## src/rtl/mdio_pkg.sv

```systemverilog
`timescale 1ns/1ps
// Shared constants and types for the MDIO management master.
// Assumes a 32-bit register bus with byte offsets.
package mdio_pkg;
    localparam int REG_W      = 32;
    localparam int ADDR_W     = 8;
    localparam int FIELD_W    = 5;
    localparam int DATA_W     = 16;
    localparam int PREAMBLE_N = 32;
    localparam int FRAME_LEN  = PREAMBLE_N + 2 + 2 + 2*FIELD_W + 2 + DATA_W;
    localparam int IDX_W      = $clog2(FRAME_LEN);

    // command word field positions
    localparam int POS_DATA = 0;
    localparam int POS_PHY  = 16;
    localparam int POS_REG  = 21;
    localparam int POS_OP   = 26;
    localparam int POS_RVLD = 27;
    localparam int POS_BUSY = 28;
    localparam int POS_DONE = 4;

    localparam logic [ADDR_W-1:0] OFS_CMD   = 8'h00;
    localparam logic [ADDR_W-1:0] OFS_DIV   = 8'h04;
    localparam logic [ADDR_W-1:0] OFS_CAUSE = 8'h7C;
    localparam logic [ADDR_W-1:0] OFS_MASK  = 8'h80;

    // frame bit indices where the read release and read sampling begin
    localparam logic [IDX_W-1:0] IDX_TA   = IDX_W'(FRAME_LEN - DATA_W - 2);
    localparam logic [IDX_W-1:0] IDX_DATA = IDX_W'(FRAME_LEN - DATA_W);
    localparam logic [IDX_W-1:0] IDX_LAST = IDX_W'(FRAME_LEN - 1);

    typedef struct packed {
        logic               rd;
        logic [FIELD_W-1:0] phy;
        logic [FIELD_W-1:0] regn;
        logic [DATA_W-1:0]  data;
    } mdio_cmd_t;
endpackage

```

## src/rtl/mdio_clkgen.sv

```systemverilog
`timescale 1ns/1ps
// MDC generator: divides clk by a half-period count while run is high.
// Assumes half stays constant while run is high; zero is treated as one.
// MDC idles low; rise_tick/fall_tick flag the cycle whose edge toggles MDC.
module mdio_clkgen #(
    parameter int DIV_W = 8
) (
    input  logic             clk,
    input  logic             rst_n,
    input  logic             run,
    input  logic [DIV_W-1:0] half,
    output logic             mdc,
    output logic             rise_tick,
    output logic             fall_tick
);
    logic [DIV_W-1:0] cnt_q;
    logic [DIV_W-1:0] half_eff;
    logic             wrap;

    // clamp a zero divider to the fastest legal setting
    assign half_eff  = (half == '0) ? DIV_W'(1) : half;
    assign wrap      = run && (cnt_q == half_eff - 1'b1);
    assign rise_tick = wrap && !mdc;
    assign fall_tick = wrap && mdc;

    // half-period counter and MDC toggle
    always_ff @(posedge clk) begin
        if (!rst_n || !run) begin
            cnt_q <= '0;
            mdc   <= 1'b0;
        end else if (wrap) begin
            cnt_q <= '0;
            mdc   <= ~mdc;
        end else begin
            cnt_q <= cnt_q + 1'b1;
        end
    end
endmodule

```

## src/rtl/mdio_shifter.sv

```systemverilog
`timescale 1ns/1ps
// Frame serialiser: loads a full clause 22 frame, shifts it out one bit
// per MDC period (advancing on falling edges) and, for reads, releases the
// line from the turnaround onward and samples data on rising edges.
// Assumes load only arrives while active is low.
module mdio_shifter
    import mdio_pkg::*;
(
    input  logic              clk,
    input  logic              rst_n,
    input  logic              load,
    input  mdio_cmd_t         cmd,
    input  logic              rise_tick,
    input  logic              fall_tick,
    input  logic              mdio_i,
    output logic              mdio_o,
    output logic              mdio_oe,
    output logic              active,
    output logic              done,
    output logic [DATA_W-1:0] rd_bits
);
    logic [FRAME_LEN-1:0] sh_q;
    logic [FRAME_LEN-1:0] frame_w;
    logic [IDX_W-1:0]     idx_q;
    logic                 is_rd_q;

    // assemble the frame image: preamble, start, opcode, addresses, TA, data
    assign frame_w = {{PREAMBLE_N{1'b1}}, 2'b01,
                      (cmd.rd ? 2'b10 : 2'b01),
                      cmd.phy, cmd.regn, 2'b10,
                      (cmd.rd ? {DATA_W{1'b0}} : cmd.data)};

    assign mdio_o  = sh_q[FRAME_LEN-1];
    assign mdio_oe = active && !(is_rd_q && idx_q >= IDX_TA);
    assign done    = active && fall_tick && (idx_q == IDX_LAST);

    // frame shift register and bit index
    always_ff @(posedge clk) begin
        if (!rst_n) begin
            sh_q    <= '0;
            idx_q   <= '0;
            is_rd_q <= 1'b0;
            active  <= 1'b0;
        end else if (load) begin
            sh_q    <= frame_w;
            idx_q   <= '0;
            is_rd_q <= cmd.rd;
            active  <= 1'b1;
        end else if (active && fall_tick) begin
            sh_q <= {sh_q[FRAME_LEN-2:0], 1'b0};
            if (idx_q == IDX_LAST) begin
                active <= 1'b0;
            end else begin
                idx_q <= idx_q + 1'b1;
            end
        end
    end

    // read data capture on rising MDC during the data bits
    always_ff @(posedge clk) begin
        if (!rst_n) begin
            rd_bits <= '0;
        end else if (active && rise_tick && is_rd_q && idx_q >= IDX_DATA) begin
            rd_bits <= {rd_bits[DATA_W-2:0], mdio_i};
        end
    end
endmodule

```

## src/rtl/mdio_regs.sv

```systemverilog
`timescale 1ns/1ps
// Register file: command/status word, MDC divider, done cause and mask.
// Assumes one bus write per cycle; reads are combinational on reg_addr.
module mdio_regs
    import mdio_pkg::*;
#(
    parameter int               DIV_W   = 8,
    parameter logic [DIV_W-1:0] DIV_RST = 8'd4
) (
    input  logic              clk,
    input  logic              rst_n,
    input  logic              reg_wr,
    input  logic [ADDR_W-1:0] reg_addr,
    input  logic [REG_W-1:0]  reg_wdata,
    output logic [REG_W-1:0]  reg_rdata,
    input  logic              busy,
    input  logic              done,
    input  logic [DATA_W-1:0] rd_bits,
    output logic              accept,
    output mdio_cmd_t         cmd,
    output logic [DIV_W-1:0]  half,
    output logic              cause_bit,
    output logic              mask_bit,
    output logic              irq
);
    logic rvalid_q;
    logic unused_wbits;

    assign unused_wbits = ^reg_wdata[REG_W-1:POS_OP+1];
    assign accept       = reg_wr && (reg_addr == OFS_CMD) && !busy;
    assign irq          = cause_bit && mask_bit;

    // command fields, read result and read-valid flag
    always_ff @(posedge clk) begin
        if (!rst_n) begin
            cmd      <= '0;
            rvalid_q <= 1'b0;
        end else if (accept) begin
            cmd.rd   <= reg_wdata[POS_OP];
            cmd.phy  <= reg_wdata[POS_PHY +: FIELD_W];
            cmd.regn <= reg_wdata[POS_REG +: FIELD_W];
            cmd.data <= reg_wdata[POS_DATA +: DATA_W];
            rvalid_q <= 1'b0;
        end else if (done && cmd.rd) begin
            cmd.data <= rd_bits;
            rvalid_q <= 1'b1;
        end
    end

    // divider and mask registers
    always_ff @(posedge clk) begin
        if (!rst_n) begin
            half     <= DIV_RST;
            mask_bit <= 1'b0;
        end else if (reg_wr) begin
            if (reg_addr == OFS_DIV)  half     <= reg_wdata[DIV_W-1:0];
            if (reg_addr == OFS_MASK) mask_bit <= reg_wdata[POS_DONE];
        end
    end

    // sticky done cause: set wins over a clear in the same cycle
    always_ff @(posedge clk) begin
        if (!rst_n) begin
            cause_bit <= 1'b0;
        end else if (done) begin
            cause_bit <= 1'b1;
        end else if (reg_wr && reg_addr == OFS_CAUSE && !reg_wdata[POS_DONE]) begin
            cause_bit <= 1'b0;
        end
    end

    // read-back multiplexer
    always_comb begin
        reg_rdata = '0;
        case (reg_addr)
            OFS_CMD: begin
                reg_rdata[POS_DATA +: DATA_W] = cmd.data;
                reg_rdata[POS_PHY +: FIELD_W] = cmd.phy;
                reg_rdata[POS_REG +: FIELD_W] = cmd.regn;
                reg_rdata[POS_OP]             = cmd.rd;
                reg_rdata[POS_RVLD]           = rvalid_q;
                reg_rdata[POS_BUSY]           = busy;
            end
            OFS_DIV:   reg_rdata[DIV_W-1:0] = half;
            OFS_CAUSE: reg_rdata[POS_DONE]  = cause_bit;
            OFS_MASK:  reg_rdata[POS_DONE]  = mask_bit;
            default:   reg_rdata = '0;
        endcase
    end
endmodule

```

## src/rtl/mdio_mgmt_master.sv

```systemverilog
`timescale 1ns/1ps
// Clause 22 MDIO management master top: joins the register file, the MDC
// divider and the frame serialiser. Assumes an external tri-state pad
// combines mdio_o/mdio_oe and returns the line on mdio_i.
module mdio_mgmt_master
    import mdio_pkg::*;
#(
    parameter int               DIV_W   = 8,
    parameter logic [DIV_W-1:0] DIV_RST = 8'd4
) (
    input  logic              clk,
    input  logic              rst_n,
    input  logic              reg_wr,
    input  logic [ADDR_W-1:0] reg_addr,
    input  logic [REG_W-1:0]  reg_wdata,
    output logic [REG_W-1:0]  reg_rdata,
    output logic              mdc,
    output logic              mdio_o,
    output logic              mdio_oe,
    input  logic              mdio_i,
    output logic              irq
);
    mdio_cmd_t         cmd;
    logic              busy;
    logic              frame_done;
    logic              cmd_accept;
    logic [DIV_W-1:0]  half;
    logic [DATA_W-1:0] rd_bits;
    logic              rise_tick;
    logic              fall_tick;
    logic              cause_bit;
    logic              mask_bit;

    mdio_regs #(.DIV_W(DIV_W), .DIV_RST(DIV_RST)) u_regs (
        .clk(clk), .rst_n(rst_n),
        .reg_wr(reg_wr), .reg_addr(reg_addr), .reg_wdata(reg_wdata),
        .reg_rdata(reg_rdata),
        .busy(busy), .done(frame_done), .rd_bits(rd_bits),
        .accept(cmd_accept), .cmd(cmd), .half(half),
        .cause_bit(cause_bit), .mask_bit(mask_bit), .irq(irq)
    );

    mdio_clkgen #(.DIV_W(DIV_W)) u_clk (
        .clk(clk), .rst_n(rst_n), .run(busy), .half(half),
        .mdc(mdc), .rise_tick(rise_tick), .fall_tick(fall_tick)
    );

    mdio_shifter u_shift (
        .clk(clk), .rst_n(rst_n),
        .load(cmd_accept),
        .cmd(mdio_cmd_t'({reg_wdata[POS_OP],
                          reg_wdata[POS_PHY +: FIELD_W],
                          reg_wdata[POS_REG +: FIELD_W],
                          reg_wdata[POS_DATA +: DATA_W]})),
        .rise_tick(rise_tick), .fall_tick(fall_tick),
        .mdio_i(mdio_i), .mdio_o(mdio_o), .mdio_oe(mdio_oe),
        .active(busy), .done(frame_done), .rd_bits(rd_bits)
    );
endmodule

```

## config.mk

```make
export PLATFORM = sky130hd
export DESIGN_NAME = mdio_mgmt_master
export DESIGN_NICKNAME = d
export VERILOG_FILES = /design/src/rtl/mdio_pkg.sv /design/src/rtl/mdio_clkgen.sv /design/src/rtl/mdio_shifter.sv /design/src/rtl/mdio_regs.sv /design/src/rtl/mdio_mgmt_master.sv
export SDC_FILE = /design/constraint.sdc
export NUM_CORES = 1
export LEC_CHECK = 0
export ABC_AREA = 1
export BUFFER_PORTS_ARGS = -buffer_cell sky130_fd_sc_hd__buf_2
export CAP_MARGIN = 40
export CORE_MARGIN = 2
export CORE_UTILIZATION = 52
export DETAILED_ROUTE_END_ITERATION = 16
export GPL_TIMING_DRIVEN = 0
export MAX_ROUTING_LAYER = met4
export PLACE_DENSITY = 0.74
export SLEW_MARGIN = 20
export SYNTH_ARGS = -nofsm -noshare
export SYNTH_HDL_FRONTEND = slang
export SYNTH_SLANG_ARGS = --single-unit
```

## constraint.sdc

```tcl
create_clock -name clk -period 2.35 [get_ports clk]
set_input_delay 0.235 -clock clk [delete_from_list [all_inputs] [get_ports clk]]
set_output_delay 0.235 -clock clk [all_outputs]
set_load 0.05 [all_outputs]
```

### Word level (Yosys, flattened, before mapping)

Cells that the tools add are included.
Widths: inputs -> output; s select.

* register bits after elaboration: 134
* word-level logic and storage cells: 78

* $add $sub $neg: 3
* magnitude comparators: 2
* multiplexer cells: 16
* bitwise logic cells: 3
* reductions and logical operators: 34
* equality and inequality tests: 5

Operators by type and width (number)
* $mux 64: 2
* $mux 16: 3
* $mux 21: 1
* $logic_and 1x1->1: 16
* $logic_not 8->1: 2
* $ge 6x6->1 const B: 2
* $add 8x1->8 const B: 1
* $eq 8x3->1 const B: 1
* $eq 8x7->1 const B: 1
* $eq 8x8->1: 1
* $eq 8x8->1 const B: 1
* $mux 8: 1
* $pmux 4 s2: 1
* $reduce_and 2->1: 4
* $reduce_bool 2->1: 4
* $sub 8x1->8 const B: 1
* $add 6x1->6 const B: 1
* $eq 6x6->1 const B: 1
* $pmux 3 s2: 1
* $logic_not 1->1: 5
* $mux 1: 5
* $pmux 1 s4: 1
* $reduce_or 2->1: 2
* $not 1->1: 3
* 2 further kinds: 2

### Longest topological paths before layout

Gate-level depths: netlist of run 1.

* word-level depth: 11
* depth in mapped cells: 19

### Hierarchy

From an unflattened synthesis of run 1, not the netlist that was laid out.

* cell total of the unflattened synthesis: 947
* area, all modules: 6530.0 µm²

Modules (own cells, without submodules)
* mdio_shifter: cells each 492, times used 1, area an instance 3639.7 µm², seq. area each 1761.7 µm²
* mdio_regs: cells each 325, times used 1, area an instance 2052.0 µm², seq. area each 760.7 µm²
* mdio_clkgen: cells each 130, times used 1, area an instance 838.3 µm², seq. area each 180.2 µm²

### Worst setup path after synthesis of run 1

OpenSTA, ideal clock, no wires.

* path kind: reg-to-reg
* start: register u_regs.half[2]
* end: register u_shift.sh_q[15]
* clock period less this slack: 2.396 ns
* required time: 2.222 ns
* arrival: 2.268 ns
* setup time: 0.128 ns
* cell stages (with the launch flop): 17
* slack: -0.046 ns
* path buffers: 1
* cell sequence: dfxtp_1 > nor2_2 > nand2_2 > nor2_2 > nor2_4 > ha_1 > xor2_1 > nand4_1 > nor2_1 > nand3_4 > nor2_8 > nand2_4 > nand2_4 > inv_2 > buf_2 > a21oi_1 > nor2_1

* longest elaborated chain between the ends: 8

Ends and longest elaborated chain
* start: declaration: line mdio_regs.sv:21 `output logic [DIV_W-1:0] half,`
* start signal: assignment: line mdio_regs.sv:56 `if (reg_addr == OFS_DIV) half <= reg_wdata[DIV_W-1:0];`
* $logic_not 8->1: line mdio_clkgen.sv:21 `assign half_eff = (half == '0) ? DIV_W'(1) : half;`
* $mux 8 *: line mdio_clkgen.sv:21
* $sub 8x1->8 *: line mdio_clkgen.sv:22 `assign wrap = run && (cnt_q == half_eff - 1'b1);`
* $eq 8x8->1 *: line mdio_clkgen.sv:22
* $logic_and 1x1->1 *: line mdio_clkgen.sv:22
* $logic_and 1x1->1 *: line mdio_clkgen.sv:24 `assign fall_tick = wrap && mdc;`
* $logic_and 1x1->1 *: line mdio_shifter.sv:49 `end else if (active && fall_tick) begin`
* $reduce_bool 2->1 (no source line) *
* end signal: assignment: line mdio_shifter.sv:45 `sh_q <= frame_w;`
* end signal: assignment: line mdio_shifter.sv:50 `sh_q <= {sh_q[FRAME_LEN-2:0], 1'b0};`
* end: declaration: line mdio_shifter.sv:22 `logic [FRAME_LEN-1:0] sh_q;`

Mark *: on every way between the ends. The rest lies on a longest branch, timed or not.
A chain may end at the register's enable or synchronous reset.

### Worst setup path in the final report of run 1

* start: register u_regs.half[5]
* end: register u_shift.rd_bits[3]

* longest elaborated chain between the ends: 9

Ends and longest elaborated chain
* $logic_not 8->1: line mdio_clkgen.sv:21
* $mux 8 *: line mdio_clkgen.sv:21
* $sub 8x1->8 *: line mdio_clkgen.sv:22
* $eq 8x8->1 *: line mdio_clkgen.sv:22
* $logic_and 1x1->1 *: line mdio_clkgen.sv:22
* $logic_and 1x1->1 *: line mdio_clkgen.sv:23 `assign rise_tick = wrap && !mdc;`
* $logic_and 1x1->1 * (3 in a row): line mdio_shifter.sv:63 `end else if (active && rise_tick && is_rd_q && idx_q >= IDX_DATA) begin`
* end signal: assignment: line mdio_shifter.sv:64 `rd_bits <= {rd_bits[DATA_W-2:0], mdio_i};`
* end: declaration: line mdio_shifter.sv:20 `output logic [DATA_W-1:0] rd_bits`

Marked as above.

==> flow_summary.json, run 1 <==
{
  "cts_buffer_depth": 2,
  "hold_viol": 0,
  "final_common_cell": "dfxtp_1",
  "die_w_um": 111,
  "synth_xor_area_frac": 0.0191,
  "endpoint": "u_shift.rd_bits[3]",
  "dr.pass1.iters": 5,
  "netlist.area_leader.share": 0.451,
  "start_util": 0.528,
  "cts.htree.levels": 4,
  "via_per_inst": 5.39,
  "grt_pass1_wl_um": 27000,
  "nets": 1015,
  "netlist_top_cells_area": "dfxtp_1 45%, nor2_1 9.5%, nand2_1 8.6%",
  "required_ns": 2.65,
  "setup_viol": 94,
  "finalCriticalPeriod_ns": 2.47,
  "dpl_cell_area_sq_um": 6530,
  "clk-insertion-delay-late_ns": 0.42,
  "crit_path_end_kind": "register",
  "drc": 0,
  "num_rows": 39,
  "slowest_delay_ns": 0.36,
  "hold_depth": 3,
  "drtIter0Drc": 585,
  "dieArea_sq_um": 12300,
  "antenna_found_initial": 0,
  "crit_chain": "nor2_4 > nand2_4 > nor2_4 > nor2_4 > ha_4 > xor2_1 > nand4_1 > nor2_2 > nand3_4 > nor2_8 > buf_4 > buf_6 > nand3_4 > inv_4 > buf_4 > a21oi_1",
  "cts_tree": "built",
  "io_pins": 80,
  "synth_area_sq_um": 5950,
  "synth_seq_cells": 134,
  "critPathLaunchType": "register",
  "hold_path.class": "in -> reg",
  "ir_worst_vdd_mv": 0.544,
  "slew_headroom": 0.531,
  "crit_path_frequent_cell": "nor2_4",
  "synth-compound-area-share": 0.173,
  "area_delta_synth_final_pct": 35.7,
  "tns_ns": -5.94,
  "synth_top_family_by_area": "simple AND/OR/NAND/NOR gates",
  "rrSetupSlack_ns": -0.12,
  "core_sq_um": 11300,
  "power_mw": 5.09,
  "rsz0062_at_grt": "yes",
  "path_class": "reg -> reg",
  "dpl.hpwl_um": 10800,
  "wire_per_inst_um": 16.1,
  "syn_inst": 842,
  "powerDensity_nw_per_um2": 631,
  "grt_max_degree": 17,
  "die_h_um": 111,
  "max_cap_violations": 0,
  "r2r_cells": 16,
  "synthMuxAreaShare": 0,
  "diodes": 0,
  "synth_fa_ha_area_frac": 0.00631,
  "whs_ns": 0.0874,
  "worst_slack_ns": -0.120,
  "vias": 6055,
  "leakagePower_nw": 3.26,
  "layout.cells.non_filler": 1124,
  "finalCritPeriodShare": 1.05,
  "cp_max_fo": 5,
  "clock_sinks": 134,
  "synth_simple_gate_area_frac": 0.251,
  "ys.flop_type": "dfxtp_1",
  "clk_pin_slew_ns": 0.06,
  "globalplace.congestion": 0.862,
  "io_buffers": 71,
  "design_area_sq_um": 8080,
  "worstReg2RegStart": "u_regs.half[5]",
  "dp.cells": 1058,
  "yosysWarningCount": 0,
  "ys_seq_area_frac": 0.451,
  "cts-root-buf": "clkbuf_16",
  "cts-buffers-inserted": 17,
  "grt_overflow_total": 0,
  "antenna_left": 0,
  "cp-startpoint": "u_regs.half[5]",
  "slew_violations": 0,
  "avgSynthCellArea_sq_um": 7.07,
  "r2r_end": "u_shift.rd_bits[3]",
  "first_global_vias": 5631,
  "crit_arrival_ns": 2.77,
  "grt_usage": 0.281,
  "async_flop_share": 0,
  "yosysTopAreaCell": "dfxtp_1",
  "synth-edff-count": 0,
  "layout_common_cells": "127 x dfxtp_1, 126 x nand2_1, 118 x nor2_1",
  "synth.distinct_cells": 36,
  "drive_above_1_share": 0.286,
  "failed_checks": "setup timing",
  "wl_um": 18200,
  "slowest_stage": "dfxtp_4",
  "worstMarginPinSlew_ns": 0.703,
  "clock_skew_ns": 0.00585,
  "max_freq_ghz": 0.405,
  "outcome": "finished with violations"
}
-- worst min-delay path by stage --
stage	startpoint	endpoint	slack, ns
finish	reg_wdata[2]	u_regs.half[2]	0.09
global route	reg_wdata[2]	u_regs.half[2]	0.10
CTS	reg_wdata[2]	u_regs.half[2]	0.07
detailed placement	u_shift.sh_q[16]	u_shift.sh_q[16]	0.44
global placement	u_shift.sh_q[54]	u_shift.sh_q[55]	0.44
floorplan	reg_wdata[2]	u_regs.half[2]	0.37
-- Yosys cell counts, drive strengths merged (6+ instances only) --
cell,count
inv,94
nand2,142
dfxtp,134
clkbuf,21
xor2,10
buf,22
nor3,9
o22ai,11
nor2,158
a21oi,68
nand4,6
nand3,34
o21ai,116
-- metal layers --
metal / vias up / wire length (um) / global-route usage / share of wire
met4: 0 / 639 / 0.120 / 0.035
li1: 2951 / - / - / -
met1: 2813 / 7430 / 0.336 / 0.41
met5: - / 0 / - / 0
met2: 228 / 9050 / 0.462 / 0.50
met3: 63 / 1030 / 0.0585 / 0.057
-- state kept, by name, indices dropped and copies added (netlist names), 6 cells and up --
name	count
u_clk.cnt_q	8
u_shift.sh_q	64
u_shift.rd_bits	16
u_shift.idx_q	6
u_regs.half	8
u_regs.cmd	27
-- worst max-delay path: cells and delay by family (launching register included) --
family	cells	cell delay [ns]
adders and majority gates	1	0.25
xor gates and xnor gates	1	0.14
DFF	1	0.36
buffers and inverters	4	0.45
and+or+nand+nor	9	1.05
AOI/OAI and AO/OA	1	0.09
-- what timing repair did --
action | in CTS | in global routing
resized for setup | 56 | 146
endpoints found under the setup margin | 114 | 114
buffers inserted | 17 | 10
cloned | 2 | 5
pin swaps | 11 | 37
hold buffers | 0 | 0
-- where the power goes --
group          total (mW)  leakage, nW  internal (mW)  switching (mW)
Clock                2.65        0.283           1.67           0.977
Combinational       0.172         1.89         0.0559           0.116
Sequential           2.27         1.08           2.27         0.00207
-- cell type report --
cell class | count | area, sq um
Clock inverter | 7 | 93.8
Timing Repair Buffer | 104 | 729
Tap cell | 143 | 179
Inverter | 97 | 379
Sequential cell | 134 | 2700
Clock buffer | 25 | 495
Buffer | 43 | 333
Multi-Input combinational cell | 570 | 3160
Timing Repair inverter | 1 | 3.75
Fill cell | 842 | 3200
-- through the flow --
stage | util | worst slack (ns)
6_report | 0.717 | -0.120
5_1_grt | 0.717 | -0.265
4_1_cts | 0.660 | -0.0387
3_5_place_dp | 0.579 | -0.375
3_3_place_gp | 0.579 | -0.330
2_1_floorplan | - | -0.0106
-- kinds of logic (layout without fill, tap and decap cells) --
| group | Yosys count | count (layout) |
|---|---|---|
| DFF | 134 | 134 |
| AOI/OAI and AO/OA | 200 | 200 |
| buffers and inverters | 140 | 277 |
| xor gates and xnor gates | 13 | 13 |
| other | 1 | 3 |
| and+or+nand+nor | 351 | 351 |
| adders and majority gates | 3 | 3 |
Note: power is estimated with default switching activity, not from simulation.
==> inputs of run 2 (changes only) <==
CORE_ASPECT_RATIO = 1.1   (was not set)
==> run 2 against run 1 <==
Compared with the run above: the flow still finishes with violations (setup timing); flip-flop and latch count did not move; power rose by 7.1%; sequential power barely moved; wire length fell by 2.6%; critical path type unchanged; largest cell class unchanged.
==> flow_summary.json, run 2 (synthesized netlist as in run 1, its figures left out) <==
{
  "drc": 0,
  "grt_overflow_total": 0,
  "cts_tree": "built",
  "finalCriticalPeriod_ns": 2.55,
  "utilization": 0.728,
  "wl_um": 17700,
  "diodes": 0,
  "cts_buffer_depth": 2,
  "leakagePower_nw": 3.30,
  "layout_common_cells": "128 x dfxtp_1, 127 x nand2_1, 119 x nor2_1",
  "via_per_inst": 5.28,
  "design_area_sq_um": 8050,
  "area_delta_synth_final_pct": 35.3,
  "rsz0062_at_grt": "yes",
  "clock_skew_ns": 0.0101,
  "clk-insertion-delay-late_ns": 0.43,
  "cts-buffers-inserted": 17,
  "clock_sinks": 134,
  "drtIter0Drc": 399,
  "cts-root-buf": "clkbuf_16",
  "dp_slack_ns": -0.387,
  "finalCritPeriodShare": 1.08,
  "grt_usage": 0.279,
  "first_global_vias": 5473,
  "failed_checks": "setup timing",
  "grt_max_degree": 17,
  "globalplace.congestion": 0.881,
  "n_fill_cell": 840,
  "grt_pass1_wl_um": 26000,
  "required_ns": 2.64,
  "slew_headroom": 0.526,
  "final_common_cell": "dfxtp_1",
  "vias": 5936,
  "hold_path.class": "in -> reg",
  "cp_max_fo": 11,
  "start_util": 0.538,
  "worst_slack_ns": -0.196,
  "powerDensity_nw_per_um2": 677,
  "outcome": "finished with violations",
  "layout.cells.non_filler": 1125,
  "clk_pin_slew_ns": 0.06,
  "dr.pass1.iters": 7,
  "max_freq_ghz": 0.393,
  "antenna_left": 0,
  "nets": 1013,
  "dp.cells": 1062,
  "dpl.hpwl_um": 11100,
  "wire_per_inst_um": 15.7,
  "cts_hold_buffers": 0,
  "die_w_um": 106,
  "top_regs": "u_shift.sh_q x64, u_regs.cmd x27, u_shift.rd_bits x16",
  "crit_arrival_ns": 2.84,
  "io_pins": 80,
  "crit_path_end_kind": "register",
  "ir_worst_vdd_mv": 0.626,
  "max_cap_violations": 0,
  "slew_violations": 0,
  "path_class": "reg -> reg",
  "antenna_found_initial": 0,
  "num_rows": 40,
  "largest_reg_flops": 64,
  "dieArea_sq_um": 12300,
  "io_buffers": 71,
  "worstMarginPinSlew_ns": 0.711,
  "drive_above_1_share": 0.268,
  "die_h_um": 116,
  "core_sq_um": 11100,
  "hold_viol": 0,
  "tns_ns": -12.54,
  "cts.htree.levels": 4,
  "setup_viol": 105,
  "dpl_cell_area_sq_um": 6530,
  "critPathLaunchType": "register",
  "regMostFlops": "u_shift.sh_q"
}
run 2: cell count changes in the layout (fill, tap and decap cells not counted), sizes merged:
cell,change
clkbuf,-7
clkinvlp,-2
nand2,+1
bufinv,+4
clkinv,+2
buf,-1
run 2: what timing repair did:
item | CTS | global route
gates resized for setup | 71 | 106
buffers inserted | 16 | 9
pin swaps | 36 | 37
endpoints found under the setup margin | 114 | 114
gates cloned | 3 | 7
run 2: layout make-up:
cell class	count	area [sq um]	area share
buffer	43	332	0.0412
clock buffer	19	443	0.0550
inverter	97	379	0.0471
sequential	134	2700	0.335
tap	147	184	0.0228
timing repair buffer	102	724	0.0899
clock inverter	12	225	0.0280
multi-input combinational	571	3070	0.381
run 2: per-layer routing:
metal | up-vias | part of all wire | track usage
met4 | 0 | 0.028 | 0.120
li1 | 2954 | - | -
met5 | - | 0 | -
met3 | 50 | 0.058 | 0.0569
met1 | 2736 | 0.42 | 0.320
met2 | 196 | 0.50 | 0.478
run 2: power breakdown:
group / switching, mW / internal (mW)
Clock: 1.00 / 2.01
Combinational: 0.111 / 0.0524
Sequential: 0.00185 / 2.27
run 2: metrics by stage:
stage / power, mW / hold slack, ns
6_report: 5.45 / 0.0785
5_1_grt: 5.56 / 0.101
4_1_cts: 5.44 / 0.0719
3_5_place_dp: 2.47 / 0.439
3_3_place_gp: 2.47 / 0.437
2_1_floorplan: 2.40 / 0.365
run 2: critical path, stage by stage (launching register included):
cell       delay (ns)
dfxtp_4          0.36
nor2_4           0.13
nand2_4          0.06
nor2_4           0.12
nor2_4           0.05
ha_4             0.27
xor2_1           0.15
nand4_1          0.11
nor2_2           0.17
nand3_4          0.13
nor2_8           0.19
nand2_8          0.10
nand2_8          0.15
inv_8            0.08
clkbuf_16        0.16
a21oi_2          0.12
nor2_1           0.04
run 2: final timing paths:
kind | from | end | slack (ns) | cells past startpoint
setup reg to reg | u_regs.half[4] | u_shift.sh_q[15] | -0.20 | 16
hold / removal | reg_wdata[2] | u_regs.half[2] | 0.08 | 3
hold reg to reg | u_shift.rd_bits[15] | u_shift.rd_bits[15] | 0.46 | 2
setup / recovery | u_regs.half[4] | u_shift.sh_q[15] | -0.20 | 16
==> inputs of run 3 (changes only) <==
CORE_UTILIZATION = 53   (was 52)
PLACE_DENSITY = 0.75   (was 0.74)
SYNTH_HIERARCHICAL = 1   (was not set)
==> run 3 against run 2 <==
Compared with the run above: the flow still finishes with violations (setup timing); non-clock buffer count is 15 higher; utilization is 1.1 points lower; fmax is 13% lower; synthesized cell count is 12% higher; critical path type unchanged; highest routed layer unchanged.
==> flow_summary.json, run 3 <==
{
  "outcome": "finished with violations",
  "failed_checks": "setup timing",
  "synth-edff-count": 0,
  "die_h_um": 120,
  "start_util": 0.543,
  "synth.distinct_cells": 42,
  "grt_busiest_layer": "met2",
  "slowest_stage": "dfxtp_4",
  "area_delta_synth_final_pct": 32.2,
  "setup_viol": 106,
  "top_regs": "u_shift/sh_q x64, u_regs/cmd x27, u_shift/rd_bits x16",
  "antenna_left": 0,
  "wl_um": 17700,
  "cts.htree.levels": 4,
  "final_common_cell": "nand2_1",
  "cts_tree": "built",
  "crit_arrival_ns": 3.23,
  "io_pins": 80,
  "yosysWarningCount": 6,
  "via_per_inst": 5.21,
  "n_fill_cell": 948,
  "ys.flop_type": "dfxtp_1",
  "synth_top_cells_by_count": "209 x nand2_1, 188 x nor2_1, 135 x dfxtp_1, 109 x inv_1, 69 x nand3_1",
  "core_sq_um": 12000,
  "met3_usage": 0.0642,
  "globalplace.congestion": 0.887,
  "rsz0062_at_grt": "yes",
  "rrSetupSlack_ns": -0.57,
  "first_global_vias": 5726,
  "max_cap_violations": 0,
  "endpoint": "u_shift/sh_q[10]",
  "dpl_cell_area_sq_um": 7150,
  "regMostFlops": "u_shift/sh_q",
  "largest_reg_flops": 64,
  "finalCriticalPeriod_ns": 2.92,
  "nets": 1134,
  "worst_slack_ns": -0.572,
  "hold_path_startpoint": "mdio_i",
  "synth_seq_cells": 135,
  "required_ns": 2.66,
  "leakagePower_nw": 4.20,
  "avgSynthCellArea_sq_um": 6.90,
  "dpl.hpwl_um": 11400,
  "powerDensity_nw_per_um2": 609,
  "yosysMostFrequentCell": "nand2_1",
  "io_buffers": 71,
  "r2r_cells": 23,
  "worstMarginPinSlew_ns": 0.664,
  "crit_path_end_kind": "register",
  "critPathLaunchType": "register",
  "clock_sinks": 135,
  "globalRouteMet1Util": 0.313,
  "layout_common_cells": "171 x nand2_1, 166 x nor2_1, 128 x dfxtp_1",
  "design_area_sq_um": 8630,
  "cts-buffers-inserted": 17,
  "netlist_top_cells_area": "dfxtp_1 41%, nand2_1 12%, nor2_1 11%",
  "dr.pass1.iters": 6,
  "async_flop_share": 0,
  "die_w_um": 110,
  "cts_buffer_depth": 2,
  "crit_chain": "nor3_4 > nand2_4 > nand2_2 > inv_2 > ha_4 > nand2_2 > nand2_2 > nor2_2 > inv_1 > nor2_2 > nand3_2 > nor2_4 > nand4_1 > inv_2 > nand2_8 > buf_6 > nand2_8 > clkinv_8 > clkbuf_16 > nand2_1 > nand3_1 > nand2_1 > inv_1",
  "slowest_delay_ns": 0.36,
  "clk_pin_slew_ns": 0.05,
  "r2r_end": "u_shift/sh_q[10]",
  "slew_headroom": 0.557,
  "cp-startpoint": "u_regs/half[1]",
  "layout.cells.non_filler": 1252,
  "power_mw": 5.26,
  "grt_pass1_wl_um": 26700,
  "antenna_found_initial": 0,
  "diodes": 0,
  "dieArea_sq_um": 13200,
  "drc": 0,
  "clock_skew_ns": 0.00466,
  "dp.cells": 1174,
  "crit_path_frequent_cell": "nand2_2",
  "cts-root-buf": "clkbuf_16",
  "max_freq_ghz": 0.342,
  "worstReg2RegStart": "u_regs/half[1]",
  "vias": 6526,
  "wire_per_inst_um": 14.1,
  "path_class": "reg -> reg",
  "ir_worst_vdd_mv": 0.419,
  "hold_viol": 0,
  "clk-insertion-delay-late_ns": 0.42,
  "cp_max_fo": 6,
  "dp_slack_ns": -0.723,
  "grt_overflow_total": 0,
  "finalCritPeriodShare": 1.24,
  "syn_inst": 947,
  "drive_above_1_share": 0.288,
  "hold_path.class": "in -> reg",
  "synth_area_sq_um": 6530,
  "slew_violations": 0,
  "netlist.area_leader.share": 0.414,
  "num_rows": 42,
  "yosysTopAreaCell": "dfxtp_1",
  "drtIter0Drc": 461,
  "grt_max_degree": 17,
  "ys_seq_area_frac": 0.414,
  "grtUsageMet2": 0.437,
  "grt_usage": 0.266
}
run 3: logic make-up after synthesis:
logic type | after synthesis | synth area share
simple gates | 515 | 0.345
buf+inv | 161 | 0.113
flops | 135 | 0.414
compound gates | 120 | 0.105
xor+xnor | 11 | 0.0148
fa+ha+maj | 4 | 0.00766
other cells | 1 | 0.000574
run 3: critical path: cells and delay by family, from the launching register on:
| kind | cells | cell delay, ns |
|---|---|---|
| flip-flops | 1 | 0.36 |
| buffers and inverters | 7 | 0.74 |
| AND/OR/NAND/NOR | 15 | 1.51 |
| adder cells (fa/ha/maj) | 1 | 0.21 |
run 3: area by class of cell:
type | instances | area [sq um] | share of cell area
timing repair buffer | 119 | 851 | 0.0986
buffer | 41 | 309 | 0.0358
sequential | 135 | 2730 | 0.316
tap | 154 | 193 | 0.0223
inverter | 119 | 472 | 0.0546
clock buffer | 23 | 478 | 0.0554
multi-input combinational | 653 | 3460 | 0.401
clock inverter | 8 | 145 | 0.0168
run 3: worst min path at each step:
| stage | to | slack (ns) | cells after the start |
|---|---|---|---|
| 4_1_cts | u_shift/rd_bits[0] | 0.06 | 3 |
| 3_5_place_dp | u_regs/rvalid_q | 0.45 | 2 |
| 5_1_grt | u_shift/rd_bits[0] | 0.06 | 3 |
| 6_report | u_shift/rd_bits[0] | 0.07 | 3 |
| 2_1_floorplan | u_regs/half[2] | 0.36 | 2 |
| 3_3_place_gp | u_shift/sh_q[0] | 0.45 | 2 |
run 3: report_power, final:
| part | total (mW) | leakage, nW | switching [mW] | internal [mW] |
|---|---|---|---|---|
| Sequential | 2.29 | 1.09 | 0.00222 | 2.29 |
| Combinational | 0.165 | 2.81 | 0.114 | 0.0512 |
| Clock | 2.81 | 0.299 | 0.959 | 1.85 |
| Total | 5.26 | 4.20 | 1.07 | 4.19 |
run 3: through the flow:
step | utilization | hold slack (ns) | TNS, ns
5_1_grt | 0.717 | 0.0579 | -60.60
3_5_place_dp | 0.594 | 0.451 | -50.78
6_report | 0.717 | 0.0651 | -43.49
3_3_place_gp | 0.594 | 0.445 | -51.86
2_1_floorplan | - | 0.361 | -9.74
4_1_cts | 0.676 | 0.0556 | -38.40
run 3: layer usage:
metal  vias to the layer above  wire [um]
met1                      3028       7270
li1                       3244          -
met5                         -          0
met3                        40       1120
met2                       214       8770
met4                         0        514
run 3: repair_timing:
item                       CTS  global route
resized for setup           32           118
hold buffers                 0             0
pin swaps                   19            40
setup endpoints to repair  105           115
cloned                       4             3
setup buffers               28            13
